$ cat config.mk
export PLATFORM = sky130hd
export DESIGN_NAME = lagreply_seq
export DESIGN_NICKNAME = d
export VERILOG_FILES = /design/src/rtl/lagreply_pkg.sv /design/src/rtl/lagreply_classify.sv /design/src/rtl/lagreply_pending.sv /design/src/rtl/lagreply_errcnt.sv /design/src/rtl/lagreply_seq.sv
export SDC_FILE = /design/constraint.sdc
export NUM_CORES = 1
export LEC_CHECK = 0
export BUFFER_PORTS_ARGS = -buffer_cell sky130_fd_sc_hd__buf_2
export CAP_MARGIN = 20
export CELL_PAD_IN_SITES_DETAIL_PLACEMENT = 1
export CELL_PAD_IN_SITES_GLOBAL_PLACEMENT = 1
export CORE_UTILIZATION = 42
export CTS_CLUSTER_DIAMETER = 150
export DETAILED_ROUTE_END_ITERATION = 16
export GPL_TIMING_DRIVEN = 1
export PLACE_DENSITY_LB_ADDON = 0.1
export SYNTH_ARGS = -nofsm -noshare
export SYNTH_HDL_FRONTEND = slang
export SYNTH_HIERARCHICAL = 1
export SYNTH_SLANG_ARGS = --single-unit
$ cat constraint.sdc
create_clock -name clk -period 1.7 [get_ports clk]
set_input_delay 0.34 -clock clk [delete_from_list [all_inputs] [get_ports clk]]
set_output_delay 0.34 -clock clk [all_outputs]
set_load 0.01 [all_outputs]
$ cat src/rtl/lagreply_pkg.sv
package lagreply_pkg;
   typedef enum logic [1:0] {
      FK_IDLE    = 2'd0,
      FK_TAKE    = 2'd1,
      FK_CORRUPT = 2'd2,
      FK_FOREIGN = 2'd3
   } frame_kind_e;
endpackage

$ cat src/rtl/lagreply_classify.sv
module lagreply_classify
   import lagreply_pkg::*;
(
   input  logic        stb,
   input  logic        crc_ok,
   input  logic        addr_hit,
   output frame_kind_e kind
);
   always_comb begin
      if (!stb)         kind = FK_IDLE;
      else if (!crc_ok) kind = FK_CORRUPT;
      else if (!addr_hit) kind = FK_FOREIGN;
      else              kind = FK_TAKE;
   end
endmodule

$ cat src/rtl/lagreply_pending.sv
module lagreply_pending #(
   parameter int DATA_W = 16
) (
   input  logic              clk,
   input  logic              rst_n,
   input  logic              take,
   input  logic              hold_req,
   input  logic [DATA_W-1:0] new_word,
   output logic [DATA_W-1:0] pend_word,
   output logic              pend_vld
);
   always_ff @(posedge clk or negedge rst_n) begin
      if (!rst_n) begin
         pend_word <= '0;
         pend_vld  <= 1'b0;
      end else if (take) begin
         pend_word <= new_word;
         pend_vld  <= 1'b1;
      end
   end

   AST_PEND_KEPT: assert property (@(posedge clk) disable iff (!rst_n)
      hold_req |=> ($stable(pend_word) && $stable(pend_vld)));
endmodule

$ cat src/rtl/lagreply_errcnt.sv
module lagreply_errcnt #(
   parameter int CNT_W = 8
) (
   input  logic             clk,
   input  logic             rst_n,
   input  logic             bump,
   output logic [CNT_W-1:0] count
);
   localparam logic [CNT_W-1:0] CNT_TOP = {CNT_W{1'b1}};

   always_ff @(posedge clk or negedge rst_n) begin
      if (!rst_n)                        count <= '0;
      else if (bump && count != CNT_TOP) count <= count + 1'b1;
   end

   AST_CNT_SATURATED: assert property (@(posedge clk) disable iff (!rst_n)
      (count == CNT_TOP) |=> (count == CNT_TOP));
   AST_CNT_QUIET: assert property (@(posedge clk) disable iff (!rst_n)
      !bump |=> $stable(count));
endmodule

$ cat src/rtl/lagreply_seq.sv
module lagreply_seq
   import lagreply_pkg::*;
#(
   parameter int DATA_W  = 16,
   parameter int SHORT_W = 8,
   parameter int CNT_W   = 8
) (
   input  logic              clk,
   input  logic              rst_n,
   input  logic              frame_stb,
   input  logic              crc_ok,
   input  logic              addr_hit,
   input  logic              cmd_long,
   input  logic [DATA_W-1:0] reply_data,
   output logic              tx_en,
   output logic [DATA_W-1:0] tx_word,
   output logic              tx_long,
   output logic [CNT_W-1:0]  err_count
);
   localparam int PAD_W = DATA_W - SHORT_W;

   if (DATA_W < 1) begin : g_bad_data
      $error("lagreply_seq: DATA_W must be positive");
   end
   if (SHORT_W < 1 || SHORT_W > DATA_W) begin : g_bad_short
      $error("lagreply_seq: SHORT_W must lie in 1..DATA_W");
   end
   if (CNT_W < 1 || CNT_W > 32) begin : g_bad_cnt
      $error("lagreply_seq: CNT_W must lie in 1..32");
   end

   frame_kind_e       kind;
   logic              take;
   logic              corrupt;
   logic [DATA_W-1:0] pend_word;
   logic              pend_vld;
   logic [DATA_W-1:0] shaped;

   lagreply_classify u_class (
      .stb      (frame_stb),
      .crc_ok   (crc_ok),
      .addr_hit (addr_hit),
      .kind     (kind)
   );

   assign take    = (kind == FK_TAKE);
   assign corrupt = (kind == FK_CORRUPT);

   lagreply_pending #(.DATA_W(DATA_W)) u_pend (
      .clk       (clk),
      .rst_n     (rst_n),
      .take      (take),
      .hold_req  (corrupt || kind == FK_FOREIGN),
      .new_word  (reply_data),
      .pend_word (pend_word),
      .pend_vld  (pend_vld)
   );

   lagreply_errcnt #(.CNT_W(CNT_W)) u_err (
      .clk   (clk),
      .rst_n (rst_n),
      .bump  (corrupt),
      .count (err_count)
   );

   if (PAD_W == 0) begin : g_same_width
      assign shaped = pend_word;
   end else begin : g_masked
      assign shaped = cmd_long ? pend_word
                               : {{PAD_W{1'b0}}, pend_word[SHORT_W-1:0]};
   end

   always_ff @(posedge clk or negedge rst_n) begin
      if (!rst_n) begin
         tx_en   <= 1'b0;
         tx_word <= '0;
         tx_long <= 1'b0;
      end else begin
         tx_en <= take && pend_vld;
         if (take && pend_vld) begin
            tx_word <= shaped;
            tx_long <= cmd_long;
         end
      end
   end

   AST_CORRUPT_SILENT: assert property (@(posedge clk) disable iff (!rst_n)
      (frame_stb && !crc_ok) |=> !tx_en);
   AST_FOREIGN_SILENT: assert property (@(posedge clk) disable iff (!rst_n)
      (frame_stb && crc_ok && !addr_hit) |=> !tx_en);
   AST_FIRST_QUIET: assert property (@(posedge clk) disable iff (!rst_n)
      (take && !pend_vld) |=> !tx_en);
   AST_SIZE_FOLLOWS: assert property (@(posedge clk) disable iff (!rst_n)
      (take && pend_vld) |=> (tx_en && tx_long == $past(cmd_long)));
   AST_ONE_PULSE: assert property (@(posedge clk) disable iff (!rst_n)
      (tx_en && !take) |=> !tx_en);
   AST_HOLD_OUT: assert property (@(posedge clk) disable iff (!rst_n)
      !(take && pend_vld) |=> ($stable(tx_word) && $stable(tx_long)));
endmodule

==> flow_summary.yaml <==
critical_path:
  timing.reg2reg.worst_path_depth: 4
  rrSetupSlack_ns: 0.18
  timing.critical_path.required_ns: 1.88
  critical_path_fanout_max: 5
  timing.critical_path.slowest_cell_delay_ns: 0.40
  timing.rr.start: "u_err/count[0]$_DFFE_PN0P_"
  crit-reg2reg-capture: "u_err/count[1]$_DFFE_PN0P_"
  worst_setup_path_startpoint: "u_err/count[0]$_DFFE_PN0P_"
  end_kind: "register"
  critical_path_startpoint_category: "register"
  timing_worst_setup_path_type: "register to register"
  cpMaxStageDelayCell: "sky130_fd_sc_hd__dfrtp_1"
  path_cells: "ha_1, nand4_1, o21ai_2, mux2_1"
  arrival_ns: 1.70
detailed_routing:
  route.antenna.remaining_nets: 0
  routedWlPerCell_um: 14.73
  post-route-drc-count: 0
  initialDrtViolationCount: 33
  routed_wl_um: 3447
  dr.pass1.iters: 4
  via_count: 1167
  via_per_inst: 4.987
sta:
  fin_setup_tns_ns: 0
  setup-violations-final: 0
  timing.max_slew.rel_slack_pct: 64.37
  min_period_over_period_pct: 89.49
  timing.final.hold_violations: 0
  achievable_frequency_mhz: 657.4
  final_max_slew_viol_count: 0
  worst_pin_slew_ns: 0.5345
  final.setup_skew_ns: 0.003986
  grt_setup_unrepaired: "no"
  fin_crit_ns: 1.521
global_route:
  pin_count_of_the_biggest_net_entering_global_routing: 44
  first_global_vias: 1209
  antenna_found_initial: 0
  global_route.usage.total_pct: 16.98
  globalRouteOverflowTotal: 0
  first_pass_grt_wire_length_um: 5630
floorplanning:
  dieWidth_um: 68.80
  start_util_pct: 45.23
  fp.dieH_um: 68.80
  design.core.area_sq_um: 4144
  floorplan.rows: 23
  top_level_ports: 48
  dieArea_sq_um: 4733
synthesis:
  synth_warnings: 6
  synthesis.instances: 130
  postSynthNetCount: 153
  syn_area_sq_um: 1874
  syn_avg_cell_area_sq_um: 14.42
cells_and_area:
  finish.net_count: 206
  postLayoutCoreUtil_pct: 53.50
  multiInputGateArea_sq_um: 694.4
  number_of_diodes: 0
  fill_cells: 456
  post_route_cells_drive_above_1_share_pct: 50.00
  seq_area_sq_um: 1076
  area_growth_pct: 18.29
placement:
  number_of_input_and_output_port_buffers_inserted: 47
  dp_hpwl_um: 2472
  place.gp.congestion: 0.8764
min_path:
  holdCritPathClass: "input pin to asynchronous set/reset pin"
power:
  p_leak_nw: 1.131
  ir_drop_mv: 0.6234
  powerDensity_nw_per_um2: 1315
cts:
  post_cts.repair.setup_buffers: 0
  htree_num_levels: 2
  cts_max_path_buffers: 2
  tritoncts.num_buffers: 5
  clock_tree_from_tritoncts: "yes"
  clock_sinks: 43
  cts_hold_buf: 0
  worstSkewPairLatency_ns: 0.29
  worst_setup_hold_path_clk_slew_ns: 0.07
  count_of_cells_resized_by_post_cts_repair: 0
  clock_tree.root_cell: "sky130_fd_sc_hd__clkbuf_8"
status:
  run_status: "completed"
flow_run:
  max_cap_viol_count: 0
## power by group
group / total (W) / switching, W / internal, W / leakage (nW)
logic: 0.000799 / 0.000370 / 0.000429 / 0.568
registers: 0.00151 / 0.000207 / 0.00130 / 0.520
clock network: 0.000608 / 0.000320 / 0.000288 / 0.0422
total: 0.00292 / 0.000897 / 0.00202 / 1.13
## metal layers
layer / vias to the layer above / share of wire (%) / wire length (um) / GRT usage, %
li1: 550 / - / - / -
met1: 578 / 43 / 1471 / 19.92
met2: 35 / 51 / 1741 / 27.33
met3: 4 / 5.9 / 202 / 6.743
met4: 0 / 0.93 / 32 / 7.653
met5: - / 0 / 0 / 0
## metrics by stage
stage	hold WS [ns]	total power (W)	cell area [sq um]	setup WS [ns]	cells
6_report	0.1143	0.002915	2217	0.1787	234
5_1_grt	0.1487	0.003146	2217	0.05243	234
4_1_cts	0.1261	0.002989	2217	0.1633	234
3_5_place_dp	0.4502	0.002351	2136	0.02779	226
3_3_place_gp	0.4361	0.002297	2136	0.07797	226
2_1_floorplan	0.04441	0.001995	1874	0.1751	130
## how the worst max path moves through the flow
stage	end
finish	u_err/count[1]$_DFFE_PN0P_
CTS	u_err/count[1]$_DFFE_PN0P_
global route	u_err/count[1]$_DFFE_PN0P_
detailed placement	u_pend/pend_word[0]$_DFFE_PN0P_
floorplan	u_err/count[5]$_DFFE_PN0P_
global placement	u_pend/pend_word[15]$_DFFE_PN0P_
## registers in the layout, summed over array words and instances (netlist names)
name,flops
tx_en,1
tx_long,1
tx_word,16
u_err/count,8
u_pend/pend_vld,1
u_pend/pend_word,16
## worst max-delay path, delay by kind of cell (launching register included)
| family | cells | cell delay (ns) |
|---|---|---|
| DFF | 1 | 0.40 |
| muxes | 1 | 0.33 |
| adders and majority gates | 1 | 0.25 |
| AOI/OAI and AO/OA | 1 | 0.23 |
| and+or+nand+nor | 1 | 0.19 |
## cells in the final DEF (no fill, tap or decap), drive strengths merged, types with 3 or more instances in the layout
cell / count
mux2i: 8
dfrtp: 43
buf: 51
nand3: 3
mux2: 27
clkbuf: 7
nand2: 9
inv: 10
## final cells by class
class                           instances  area share, %
Clock buffer                            7          3.442
Clock inverter                          1         0.2257
Inverter                               10          1.693
Multi-Input combinational cell         72          31.32
Sequential cell                        43          48.53
Tap cell                               50          2.822
Timing Repair Buffer                   51          11.96
Note: power is estimated with default switching activity, not from simulation.
